File: src/rtl/uptr_pkg.sv
package uptr_pkg;
    localparam int ADDR_W = 3;
    localparam logic [ADDR_W-1:0] A_MODE = 3'd0;
    localparam logic [ADDR_W-1:0] A_STAT = 3'd1;
    localparam logic [ADDR_W-1:0] A_CMD  = 3'd2;
    localparam logic [ADDR_W-1:0] A_DATA = 3'd3;
    localparam logic [ADDR_W-1:0] A_AUX  = 3'd4;
    localparam logic [ADDR_W-1:0] A_TLO  = 3'd5;
    localparam logic [ADDR_W-1:0] A_THI  = 3'd6;

    typedef enum logic [1:0] {TX_IDLE, TX_START, TX_DATA, TX_STOP} tx_st_t;
    typedef enum logic [2:0] {RX_IDLE, RX_START, RX_DATA, RX_STOP, RX_HOLD} rx_st_t;
endpackage

File: src/rtl/uptr_tick.sv
module uptr_tick #(
    parameter int BRG_DIV = 12,
    parameter int TMR_W   = 16
) (
    input  logic             clk,
    input  logic             rst_n,
    input  logic             pd,
    input  logic             rx_sel,
    input  logic             tx_sel,
    input  logic [TMR_W-1:0] tmr_load,
    output logic             rx_tick,
    output logic             tx_tick
);
    localparam int DW = (BRG_DIV > 1) ? $clog2(BRG_DIV) : 1;

    logic [DW-1:0]    div_q;
    logic [TMR_W-1:0] tmr_q;
    logic             brg_hit, tmr_hit;

    assign brg_hit = (div_q == DW'(BRG_DIV - 1));
    assign tmr_hit = (tmr_q == '0);

    always_ff @(posedge clk or negedge rst_n) begin
        if (!rst_n) begin
            div_q <= '0;
            tmr_q <= '0;
        end else if (!pd) begin
            div_q <= brg_hit ? '0 : div_q + 1'b1;
            tmr_q <= tmr_hit ? tmr_load : tmr_q - 1'b1;
        end
    end

    assign rx_tick = !pd && (rx_sel ? tmr_hit : brg_hit);
    assign tx_tick = !pd && (tx_sel ? tmr_hit : brg_hit);
endmodule

File: src/rtl/uptr_fifo.sv
module uptr_fifo #(
    parameter int DEPTH = 2,
    parameter int W     = 8
) (
    input  logic         clk,
    input  logic         rst_n,
    input  logic         push,
    input  logic         pop,
    input  logic [W-1:0] din,
    output logic [W-1:0] dout,
    output logic         full,
    output logic         empty
);
    localparam int PW = (DEPTH > 1) ? $clog2(DEPTH) : 1;
    localparam int CW = $clog2(DEPTH + 1);

    logic [W-1:0]  mem [DEPTH];
    logic [PW-1:0] wp, rp;
    logic [CW-1:0] cnt;
    logic          do_push, do_pop;

    assign full    = (cnt == CW'(DEPTH));
    assign empty   = (cnt == '0);
    assign do_push = push && !full;
    assign do_pop  = pop && !empty;
    assign dout    = mem[rp];

    function automatic logic [PW-1:0] bump(input logic [PW-1:0] p);
        return (p == PW'(DEPTH - 1)) ? '0 : p + 1'b1;
    endfunction

    always_ff @(posedge clk or negedge rst_n) begin
        if (!rst_n) begin
            wp  <= '0;
            rp  <= '0;
            cnt <= '0;
        end else begin
            if (do_push) wp <= bump(wp);
            if (do_pop)  rp <= bump(rp);
            cnt <= cnt + CW'(do_push) - CW'(do_pop);
        end
    end

    always_ff @(posedge clk) begin
        if (do_push) mem[wp] <= din;
    end

    // the occupancy never exceeds the depth, and a push into a full buffer leaves it full
    a_r6_no_overflow: assert property (@(posedge clk) disable iff (!rst_n)
        (full && push && !pop) |=> full);
    a_r6_bound: assert property (@(posedge clk) disable iff (!rst_n)
        cnt <= CW'(DEPTH));
endmodule

File: src/rtl/uptr_tx.sv
module uptr_tx import uptr_pkg::*; (
    input  logic       clk,
    input  logic       rst_n,
    input  logic       tick,
    input  logic       en,
    input  logic       have,
    input  logic [7:0] din,
    output logic       pop,
    output logic       txd,
    output logic       idle
);
    tx_st_t     st, nxt;
    logic [3:0] cnt;
    logic [2:0] bitn;
    logic [7:0] sh;

    always_comb begin
        nxt = st;
        unique case (st)
            TX_IDLE:  if (tick && en && have) nxt = TX_START;
            TX_START: if (tick && cnt == 4'd15) nxt = TX_DATA;
            TX_DATA:  if (tick && cnt == 4'd15 && bitn == 3'd7) nxt = TX_STOP;
            TX_STOP:  if (tick && cnt == 4'd15) nxt = TX_IDLE;
        endcase
    end

    always_ff @(posedge clk or negedge rst_n) begin
        if (!rst_n) begin
            st   <= TX_IDLE;
            cnt  <= '0;
            bitn <= '0;
            sh   <= '0;
        end else begin
            st <= nxt;
            if (st == TX_IDLE) begin
                if (pop) begin
                    sh   <= din;
                    cnt  <= '0;
                    bitn <= '0;
                end
            end else if (tick) begin
                cnt <= cnt + 1'b1;
                if (st == TX_DATA && cnt == 4'd15) begin
                    sh   <= sh >> 1;
                    bitn <= bitn + 1'b1;
                end
            end
        end
    end

    always_comb begin
        pop  = (st == TX_IDLE) && (nxt == TX_START);
        idle = (st == TX_IDLE);
        unique case (st)
            TX_IDLE:  txd = 1'b1;
            TX_START: txd = 1'b0;
            TX_DATA:  txd = sh[0];
            TX_STOP:  txd = 1'b1;
        endcase
    end

    // leaving idle always begins with a low start bit
    a_r7_frame_starts_low: assert property (@(posedge clk) disable iff (!rst_n)
        $fell(idle) |-> !txd);
endmodule

File: src/rtl/uptr_rx.sv
module uptr_rx import uptr_pkg::*; (
    input  logic       clk,
    input  logic       rst_n,
    input  logic       tick,
    input  logic       en,
    input  logic       rxd_s,
    output logic       got,
    output logic       bad,
    output logic [7:0] dout
);
    rx_st_t     st, nxt;
    logic [3:0] cnt;
    logic [2:0] bitn;

    always_comb begin
        nxt = st;
        unique case (st)
            RX_IDLE:  if (tick && en && !rxd_s) nxt = RX_START;
            RX_START: if (tick && cnt == 4'd7) nxt = rxd_s ? RX_IDLE : RX_DATA;
            RX_DATA:  if (tick && cnt == 4'd15 && bitn == 3'd7) nxt = RX_STOP;
            RX_STOP:  if (tick && cnt == 4'd15) nxt = rxd_s ? RX_IDLE : RX_HOLD;
            RX_HOLD:  if (rxd_s) nxt = RX_IDLE;
        endcase
    end

    always_ff @(posedge clk or negedge rst_n) begin
        if (!rst_n) begin
            st   <= RX_IDLE;
            cnt  <= '0;
            bitn <= '0;
            dout <= '0;
        end else begin
            st <= nxt;
            if (st == RX_IDLE || (st == RX_START && nxt == RX_DATA)) begin
                cnt  <= '0;
                bitn <= '0;
            end else if (tick) begin
                cnt <= cnt + 1'b1;
                if (st == RX_DATA && cnt == 4'd15) begin
                    dout <= {rxd_s, dout[7:1]};
                    bitn <= bitn + 1'b1;
                end
            end
        end
    end

    always_comb begin
        got = (st == RX_STOP) && (nxt == RX_IDLE);
        bad = (st == RX_STOP) && (nxt == RX_HOLD);
    end

    // after a bad stop bit the receiver waits while the line stays low
    a_r10_hold_while_low: assert property (@(posedge clk) disable iff (!rst_n)
        (st == RX_HOLD && !rxd_s) |=> (st == RX_HOLD));
endmodule

File: src/rtl/uptr_chan.sv
module uptr_chan import uptr_pkg::*; #(
    parameter int BRG_DIV    = 12,
    parameter int REC_CYC    = 3,
    parameter int FIFO_DEPTH = 2
) (
    input  logic       clk,
    input  logic       rst_n,
    input  logic       cs_n,
    input  logic       rd_n,
    input  logic       wr_n,
    input  logic [2:0] addr,
    input  logic [7:0] wdata,
    output logic [7:0] rdata,
    input  logic       rxd,
    output logic       txd,
    output logic       irq
);
    localparam int RW    = $clog2(REC_CYC + 1);
    localparam int TMR_W = 16;

    logic [7:0]  mr1, mr2, tlo, thi;
    logic        ptr, rx_en, tx_en, sel_rx, sel_tx, pd;
    logic [RW-1:0] rec_q;
    logic        acc_err, frm_err, rx_ready, act_q;
    logic [1:0]  rx_sync;
    logic        act, ev, blocked, ok, wr_ok, rd_ok, cmd_acc;
    logic        rx_tick, tx_tick, f_full, f_empty, tx_pop, tx_idle;
    logic        rx_got, rx_bad;
    logic [7:0]  f_dout, rx_byte, status;
    logic        tx_ready, tx_empty;

    assign act     = !cs_n && (!rd_n || !wr_n);
    assign ev      = act && !act_q;
    assign blocked = (rec_q != '0);
    assign ok      = ev && !blocked;
    assign wr_ok   = ok && !wr_n;
    assign rd_ok   = ok && wr_n;
    assign cmd_acc = ok && (addr == A_CMD);

    assign tx_ready = !f_full;
    assign tx_empty = f_empty && tx_idle;
    assign status   = {3'b000, acc_err, frm_err, tx_empty, tx_ready, rx_ready};

    uptr_tick #(.BRG_DIV(BRG_DIV), .TMR_W(TMR_W)) u_tick (
        .clk(clk), .rst_n(rst_n), .pd(pd), .rx_sel(sel_rx), .tx_sel(sel_tx),
        .tmr_load({thi, tlo}), .rx_tick(rx_tick), .tx_tick(tx_tick));

    uptr_fifo #(.DEPTH(FIFO_DEPTH), .W(8)) u_fifo (
        .clk(clk), .rst_n(rst_n), .push(wr_ok && addr == A_DATA), .pop(tx_pop),
        .din(wdata), .dout(f_dout), .full(f_full), .empty(f_empty));

    uptr_tx u_tx (
        .clk(clk), .rst_n(rst_n), .tick(tx_tick), .en(tx_en), .have(!f_empty),
        .din(f_dout), .pop(tx_pop), .txd(txd), .idle(tx_idle));

    uptr_rx u_rx (
        .clk(clk), .rst_n(rst_n), .tick(rx_tick), .en(rx_en), .rxd_s(rx_sync[1]),
        .got(rx_got), .bad(rx_bad), .dout(rx_byte));

    always_ff @(posedge clk or negedge rst_n) begin
        if (!rst_n) begin
            mr1 <= '0; mr2 <= '0; tlo <= '0; thi <= '0;
            ptr <= 1'b0; rx_en <= 1'b0; tx_en <= 1'b0;
            sel_rx <= 1'b0; sel_tx <= 1'b0; pd <= 1'b0;
            rec_q <= '0; acc_err <= 1'b0; frm_err <= 1'b0; rx_ready <= 1'b0;
            act_q <= 1'b0; rx_sync <= 2'b11; rdata <= '0;
        end else begin
            act_q   <= act;
            rx_sync <= {rx_sync[0], rxd};

            if (cmd_acc)      rec_q <= RW'(REC_CYC);
            else if (blocked) rec_q <= rec_q - 1'b1;

            if (ok && addr == A_MODE) begin
                ptr <= 1'b1;
                if (wr_ok) begin
                    if (ptr) mr2 <= wdata;
                    else     mr1 <= wdata;
                end
            end

            if (wr_ok && addr == A_CMD) begin
                if (wdata[6:4] == 3'b001) ptr <= 1'b0;
                if (wdata[1])      rx_en <= 1'b0;
                else if (wdata[0]) rx_en <= 1'b1;
                if (wdata[3])      tx_en <= 1'b0;
                else if (wdata[2]) tx_en <= 1'b1;
            end

            if (wr_ok && addr == A_AUX) begin
                sel_rx <= wdata[0];
                sel_tx <= wdata[1];
                pd     <= wdata[3];
            end
            if (wr_ok && addr == A_TLO) tlo <= wdata;
            if (wr_ok && addr == A_THI) thi <= wdata;

            if (ev && blocked)                acc_err <= 1'b1;
            else if (rd_ok && addr == A_STAT) acc_err <= 1'b0;

            if (rx_bad)                       frm_err <= 1'b1;
            else if (rd_ok && addr == A_STAT) frm_err <= 1'b0;

            if (rx_got)                       rx_ready <= 1'b1;
            else if (rd_ok && addr == A_DATA) rx_ready <= 1'b0;

            if (rd_ok) begin
                unique case (addr)
                    A_MODE:  rdata <= ptr ? mr2 : mr1;
                    A_STAT:  rdata <= status;
                    A_DATA:  rdata <= rx_byte;
                    A_AUX:   rdata <= {4'b0000, pd, 1'b0, sel_tx, sel_rx};
                    A_TLO:   rdata <= tlo;
                    A_THI:   rdata <= thi;
                    default: rdata <= '0;
                endcase
            end
        end
    end

    always_comb begin
        irq = (mr1[7] && tx_ready) || (mr1[6] && rx_ready);
    end

    // nothing changes while the chip is not selected
    a_r5_no_select: assert property (@(posedge clk) disable iff (!rst_n)
        cs_n |=> ($stable(mr1) && $stable(mr2) && $stable(ptr) && $stable(pd)));
    // a blocked access leaves the mode registers and the pointer intact
    a_r4_blocked_ignored: assert property (@(posedge clk) disable iff (!rst_n)
        (ev && blocked) |=> ($stable(mr1) && $stable(mr2) && $stable(ptr)));
    // the pointer stays on mode register 2 until a command access
    a_r2_ptr_sticks: assert property (@(posedge clk) disable iff (!rst_n)
        (ptr && !cmd_acc) |=> ptr);
    // the transmitter only takes a character that is present
    a_r7_pop_nonempty: assert property (@(posedge clk) disable iff (!rst_n)
        tx_pop |-> !f_empty);
    // a completed frame leaves data ready
    a_r8_got_sets_ready: assert property (@(posedge clk) disable iff (!rst_n)
        rx_got |=> rx_ready);
    // a bad stop bit raises the framing flag
    a_r10_bad_flags: assert property (@(posedge clk) disable iff (!rst_n)
        rx_bad |=> frm_err);
    // with the clocks stopped the serial output holds
    a_r12_pd_freezes: assert property (@(posedge clk) disable iff (!rst_n)
        (pd && $past(pd)) |-> $stable(txd));
endmodule

File: config.mk
export PLATFORM = sky130hd
export DESIGN_NAME = uptr_chan
export DESIGN_NICKNAME = d
export VERILOG_FILES = /design/src/rtl/uptr_pkg.sv /design/src/rtl/uptr_tick.sv /design/src/rtl/uptr_fifo.sv /design/src/rtl/uptr_tx.sv /design/src/rtl/uptr_rx.sv /design/src/rtl/uptr_chan.sv
export SDC_FILE = /design/constraint.sdc
export NUM_CORES = 1
export LEC_CHECK = 0
export BUFFER_PORTS_ARGS = -buffer_cell sky130_fd_sc_hd__buf_2
export CORE_ASPECT_RATIO = 1.2
export CORE_UTILIZATION = 56
export CTS_CLUSTER_SIZE = 8
export DETAILED_ROUTE_END_ITERATION = 10
export PLACE_DENSITY_LB_ADDON = 0.3
export SYNTH_ARGS = -nofsm -noshare
export SYNTH_HDL_FRONTEND = slang
export SYNTH_SLANG_ARGS = --single-unit
export TNS_END_PERCENT = 1
File: constraint.sdc
create_clock -name clk -period 3.3 [get_ports clk]
set_input_delay 0 -clock clk [delete_from_list [all_inputs] [get_ports clk]]
set_output_delay 0 -clock clk [all_outputs]
set_load 0.01 [all_outputs]
==> results.toml, run 1 <==
[run_status]
status = "finished clean"

[final_layout]
regArea_mm2 = 0.003311
syn2layout_area_growth_pct = 16.13
antenna_cells = 0
drive_gt1_frac = 0.2192
nNetsFinal = 654
fin_util = 0.6694
multi_input_area_mm2 = 0.002867
num-fill-cells = 814

[synthesis]
yosysSeqAreaShare = 0.5180
ys_warn_count = 0
synth_seq_cells = 129
async_reset_ff_frac = 0.8760
synth_edf_count = 16
syn_nets = 609
synthDistinctLibCells = 68
synth_cells = 576
netlist_area_mm2 = 0.006391
synthFlopType = "dfrtp_1"
avgSynthCellArea_um2 = 11.10

[clock_tree]
post_cts_resized = 0
cts_buffers = 17
cts_root_buffer = "clkbuf_16"
clock-sinks = 129
path_clk_slew_ns = 0.06
htree_levels = 4
cts_setup_buffers = 0
cts_buffer_depth = 2
cts_tree = "built"
clk_latency_ns = 0.42

[route]
drt-pass1-iter-count = 9
drt_first_iter_violations = 449
drtAntennaViolNets = 0
viasPerCell = 5.985
detail_route.wl_per_cell_um = 18.80
totalWireLength_um = 14820
drc = 0
vias = 4716

[power]
p_seq_frac = 0.436
clock_power_share = 0.353
power_w = 0.005311
p_comb_frac = 0.211
power.internal_w = 0.003671
power_density_mw_per_mm2 = 715.6
irDropWorstVdd_v = 0.0003690
switchingPower_w = 0.001640
p_leak_nw = 3.306
p_sw_frac = 0.3088

[setup_path]
crit_path_start_kind = "register"
path_max_fanout = 7
crit_required_ns = 3.65
worst-path-buf-inv = 2
critPathTopFamily = "simple AND/OR/NAND/NOR gates"
critPathMaxStageDelay_ns = 0.74
critPathKind = "reg2reg"
reg2reg_setup_slack_ns = 0.31
path_cells = "inv_1 > ha_1 > or4b_2 > nor3b_1 > a21oi_1 > a21oi_1 > dlygate4sd3_1"
cp-end-kind = "register"
cp_slowest_cell = "nor3b_1"
crit_top_cell = "a21oi_1"
crit_arrival_ns = 3.34

[hold_path]
hold_path.class = "in2reg"

[timing]
maxSlewViolCount = 0
worst_pin_slew_ns = 0.9193
fmax_mhz = 334.8
rsz0062_at_grt = "no"
fin_worst_skew_ns = 0.005129
tns_ns = 0
post-route-min-period_ns = 2.987
min_period_over_period = 0.9052
hold_viol_final = 0
slew_headroom = 0.3785
finalSetupViolCount = 0

[floorplanning]
num_rows = 42
num_io_pins = 27
initial_core_util = 0.5764
core_mm2 = 0.01109
fp.dieArea_mm2 = 0.01185
fp.dieW_um = 99.52
die_h_um = 119.0

[run]
cap_violations = 0

[global_route]
grt_pass1_wl_um = 24540
grt_usage = 0.2761
grt_max_degree = 71
grt_pass1_vias = 4665
grt-ovfl-total = 0
antenna_found_initial = 0

[place]
portBuffers = 26
routabilityCongestion = 0.9373
hpwl_um = 10250
-- layer usage --
metal  GRT usage  share of wire
met1      0.3484           0.42
met2      0.4531           0.51
met3     0.05810          0.040
met4      0.1314          0.031
met5           0              0
-- power groups by stage --
| stage | clock (W) | sequential [W] | combinational, W |
|---|---|---|---|
| 2_1_floorplan | 0 | 0.00219 | 0.000863 |
| 5_1_grt | 0.00198 | 0.00236 | 0.00125 |
| 6_report | 0.00188 | 0.00232 | 0.00112 |
| 4_1_cts | 0.00191 | 0.00231 | 0.00112 |
| 3_3_place_gp | 0 | 0.00232 | 0.00104 |
| 3_5_place_dp | 0 | 0.00233 | 0.00108 |
-- sequential cells by signal, summed over array words and instances, names as in the netlist, 8 cells and up --
name and flops:
mr1 8, rdata 8, tlo 8, mr2 8, u_tx.sh 8, thi 8, u_rx.dout 8, u_tick.tmr_q 16
u_fifo.mem 16
-- layout make-up --
cell class | count | area share
Tap cell | 154 | 0.02596
Clock inverter | 14 | 0.02225
Sequential cell | 129 | 0.4461
Multi-Input combinational cell | 396 | 0.3862
Inverter | 26 | 0.01315
Timing Repair Buffer | 51 | 0.04855
Clock buffer | 18 | 0.05782
-- worst register-to-register path, stage by stage (launching register included) --
cell	delay, ns
dfrtp_1	0.35
inv_1	0.08
ha_1	0.26
or4b_2	0.63
nor3b_1	0.74
a21oi_1	0.15
a21oi_1	0.14
dlygate4sd3_1	0.57
-- logic make-up (layout without fill, tap and decap cells) --
family / Yosys count / after routing / share of synthesized area
adder cells (fa/ha/maj): 16 / 16 / 0.03132
XOR/XNOR: 9 / 9 / 0.01233
buffers and inverters: 51 / 109 / 0.03347
multiplexers: 71 / 71 / 0.1265
flip-flops: 129 / 129 / 0.5180
AND/OR/NAND/NOR: 148 / 148 / 0.1241
AO/OA/AOI/OAI: 152 / 152 / 0.1543
-- stage by stage --
stage          setup WS, ns  cells  hold slack [ns]  cell area (µm²)
6_report             0.3130    788           0.1078             7422
5_1_grt             0.09434    788           0.1042             7422
4_1_cts              0.3726    788          0.08291             7422
3_5_place_dp         0.7377    740           0.1159             6668
3_3_place_gp         0.7616    740           0.1156             6668
2_1_floorplan        0.8253    576          -0.2956             6391
-- repair_timing --
action / in CTS / in global routing
endpoints found under the setup margin: 0 / 0
hold buffers: 16 / 0
hold endpoints to repair: 115 / 0
-- final timing paths --
check | start | to | depth (start not counted)
worst min register to register | rx_sync[0] | rx_sync[1] | 0
worst max-delay path | rec_q[0] | tx_en | 7
worst max register to register | rec_q[0] | tx_en | 7
worst min-delay path | addr[0] | rdata[1] | 3
min in group asynchronous | rst_n | u_tx.sh[4] | 2
max in group asynchronous | rst_n | rx_sync[0] | 3
-- Yosys cell counts (all sizes together) (2+ instances only) --
| cell | n | area (µm²) |
|---|---|---|
| dfstp | 2 | 52.55 |
| o22ai | 4 | 25.02 |
| o31ai | 2 | 28.78 |
| or3 | 9 | 61.31 |
| nor3b | 5 | 37.54 |
| a211oi | 6 | 45.04 |
| o21ai | 37 | 185.2 |
| nor3 | 13 | 70.07 |
| ha | 16 | 200.2 |
| and2 | 3 | 18.77 |
| or4 | 2 | 15.01 |
| nand2 | 30 | 112.6 |
| dfrtp | 111 | 2778 |
| a31oi | 8 | 50.05 |
| mux2 | 60 | 698.2 |
| o22a | 4 | 35.03 |
| nand2b | 2 | 12.51 |
| buf | 7 | 48.79 |
| nor2b | 8 | 50.05 |
| a32oi | 3 | 26.28 |
| a221oi | 2 | 17.52 |
| a32o | 4 | 40.04 |
| a2bb2oi | 3 | 26.28 |
| edfxtp | 16 | 480.5 |
| nor4b | 3 | 32.53 |
| nor2 | 42 | 160.2 |
| xor2 | 3 | 26.28 |
| a222oi | 3 | 30.03 |
| xnor2 | 6 | 52.55 |
| and3 | 2 | 12.51 |
| and4 | 2 | 17.52 |
| nand4 | 5 | 31.28 |
| a22o | 9 | 78.83 |
| nor4 | 3 | 40.04 |
| inv | 26 | 97.59 |
| nand3b | 2 | 15.01 |
| o211ai | 4 | 30.03 |
| a21oi | 46 | 230.2 |
| or2 | 2 | 12.52 |
| a21o | 5 | 37.54 |
| clkbuf | 18 | 67.56 |
| a22oi | 5 | 37.54 |
| mux2i | 11 | 110.1 |
| nand3 | 11 | 55.05 |
-- cell usage in the layout (no fill, tap or decap), types with 9 or more instances in the layout --
cell	count
buf_4	10
mux2_2	54
mux2i_1	11
dfrtp_1	111
nand3_1	11
ha_1	16
nor2_1	41
nand2_1	30
a22o_1	9
buf_2	25
nor3_1	12
a21oi_1	46
clkbuf_16	17
inv_1	26
dlygate4sd3_1	16
o21ai_0	36
edfxtp_1	16
(Power assumes the default switching activity.)
==> run 2, diff against run 1 <==
--- a/config.mk
+++ b/config.mk
@@ -7,10 +7,11 @@
 export LEC_CHECK = 0
 export BUFFER_PORTS_ARGS = -buffer_cell sky130_fd_sc_hd__buf_2
 export CORE_ASPECT_RATIO = 1.2
-export CORE_UTILIZATION = 56
+export CORE_UTILIZATION = 55
 export CTS_CLUSTER_SIZE = 8
 export DETAILED_ROUTE_END_ITERATION = 10
 export PLACE_DENSITY_LB_ADDON = 0.3
+export SETUP_SLACK_MARGIN = 0.4
 export SYNTH_ARGS = -nofsm -noshare
 export SYNTH_HDL_FRONTEND = slang
 export SYNTH_SLANG_ARGS = --single-unit
==> results.toml, run 2 (synthesis results as in run 1) <==
[run_status]
status = "finished clean"

[final_layout]
antenna_cells = 0
syn2layout_area_growth_pct = 15.56
final_cell_mix = "dfrtp_1 (111), mux2_2 (54), a21oi_1 (46)"
final_common_cell = "dfrtp_1"
reg_top3 = "u_fifo.mem x16, u_tick.tmr_q x16"
drive_gt1_frac = 0.2187
fin_util = 0.6598
nNetsFinal = 651

[clock_tree]
clk_latency_ns = 0.42
htree_levels = 4
clock-sinks = 129
path_clk_slew_ns = 0.06
cts_root_buffer = "clkbuf_16"
cts_buffers = 17
cts_setup_buffers = 0
cts_buffer_depth = 2
cts_tree = "built"

[global_route]
grt_pass1_vias = 4843
grt_pass1_wl_um = 24510
grt_usage = 0.2716
antenna_found_initial = 0
grt-ovfl-total = 0
grt_max_degree = 73

[setup_path]
worst-path-buf-inv = 2
crit_arrival_ns = 3.02
crit_path_start_kind = "register"
crit_top_cell = "ha_1"
critPathMaxStageDelay_ns = 0.46
path_max_fanout = 6
critPathKind = "reg2reg"
reg2reg_setup_slack_ns = 0.62
cp_slowest_cell = "a21oi_1"
critPathTopFamily = "compound AO/OA/AOI/OAI gates"
cp-end-kind = "register"
path_cells = "inv_1 > ha_1 > o211ai_1 > nor2_1 > a21oi_1 > a21oi_1 > ha_1 > inv_1 > ha_1 > xnor2_1 > xnor2_1"
crit_required_ns = 3.63

[power]
clock_power_share = 0.345
p_seq_frac = 0.444
switchingPower_w = 0.001653
power_density_mw_per_mm2 = 709.9
power_w = 0.005243
irDropWorstVdd_v = 0.0005419
power.internal_w = 0.003591
p_leak_nw = 3.288
p_sw_frac = 0.3152
p_comb_frac = 0.211

[floorplanning]
core_mm2 = 0.01119
num_rows = 42
fp.dieArea_mm2 = 0.01206
initial_core_util = 0.5710
die_h_um = 120.1
fp.dieW_um = 100.4
num_io_pins = 27

[place]
routabilityCongestion = 0.8505
hpwl_um = 10160
portBuffers = 26

[route]
viasPerCell = 6.070
drc = 0
totalWireLength_um = 14880
detail_route.wl_per_cell_um = 18.96
drt_first_iter_violations = 312
drt-pass1-iter-count = 5
drtAntennaViolNets = 0
vias = 4765

[timing]
min_period_over_period = 0.8133
rsz0062_at_grt = "no"
slew_headroom = 0.3921
tns_ns = 0
post-route-min-period_ns = 2.684
fin_hold_ws_ns = 0.1037
finalSetupViolCount = 0
maxSlewViolCount = 0
fin_worst_skew_ns = 0.008115
worst_pin_slew_ns = 0.9118
hold_viol_final = 0
fmax_mhz = 372.6

[hold_path]
hold_path.class = "in2reg"

[run]
cap_violations = 0
-- run 2: cell count changes in the layout (fill, tap and decap cells not counted) --
cell,change
buf_12,+1
buf_4,-2
bufinv_16,-1
clkbuf_1,+1
clkinv_4,+2
clkinvlp_4,-2
dlygate4sd3_1,-2
nor2b_1,-1
nor2b_2,+1
-- run 2: final cells by class --
| type | count | area [µm²] |
|---|---|---|
| multi-input combinational | 396 | 2869 |
| inverter | 26 | 97.59 |
| clock inverter | 13 | 137.6 |
| timing repair buffer | 48 | 345.3 |
| fill | 841 | 3807 |
| sequential | 129 | 3311 |
| clock buffer | 19 | 432.9 |
| tap | 154 | 192.7 |
-- run 2: worst paths after layout --
kind	endpoint	cells after the start	start
max	u_fifo.cnt[1]	11	u_tx.st[0]
min	rdata[1]	3	addr[0]
max reg2reg	u_fifo.cnt[1]	11	u_tx.st[0]
min reg2reg	rx_sync[1]	0	rx_sync[0]
max in group asynchronous	u_tick.tmr_q[8]	3	rst_n
min in group asynchronous	u_tx.sh[3]	2	rst_n
-- run 2: power by group through the flow --
| stage | clock network, W | registers, W | logic [W] |
|---|---|---|---|
| 4_1_cts | 0.00184 | 0.00231 | 0.00111 |
| 6_report | 0.00181 | 0.00233 | 0.00111 |
| 5_1_grt | 0.00191 | 0.00236 | 0.00123 |
| 2_1_floorplan | 0 | 0.00219 | 0.000863 |
| 3_3_place_gp | 0 | 0.00232 | 0.00104 |
| 3_5_place_dp | 0 | 0.00233 | 0.00109 |
-- run 2: worst reg2reg max path, cell delays in order, from the launching register on --
cell	delay (ns)
dfrtp_1	0.41
inv_1	0.11
ha_1	0.23
o211ai_1	0.19
nor2_1	0.09
a21oi_1	0.46
a21oi_1	0.21
ha_1	0.34
inv_1	0.04
ha_1	0.18
xnor2_1	0.18
xnor2_1	0.16
-- run 2: stage by stage --
| stage | std cells | cell area, µm² | setup slack (ns) |
|---|---|---|---|
| finish | 785 | 7386 | 0.6160 |
| global route | 785 | 7386 | 0.4837 |
| CTS | 785 | 7383 | 0.5265 |
| detailed placement | 739 | 6673 | 0.5387 |
| global placement | 739 | 6673 | 0.6700 |
| floorplan | 576 | 6391 | 0.8253 |
-- run 2: repair_timing --
action,in CTS,in global routing
endpoints found under the setup margin,0,8
resized for setup,0,1
hold buffers,14,0
endpoints found under the hold margin,119,0
-- run 2: per-layer routing --
metal | GRT usage | routed length, µm | up-vias
met5 | 0 | 0 | -
met1 | 0.3353 | 6374 | 2414
met4 | 0.1123 | 388 | 0
met2 | 0.4555 | 7522 | 113
met3 | 0.06407 | 598 | 26
li1 | - | - | 2212
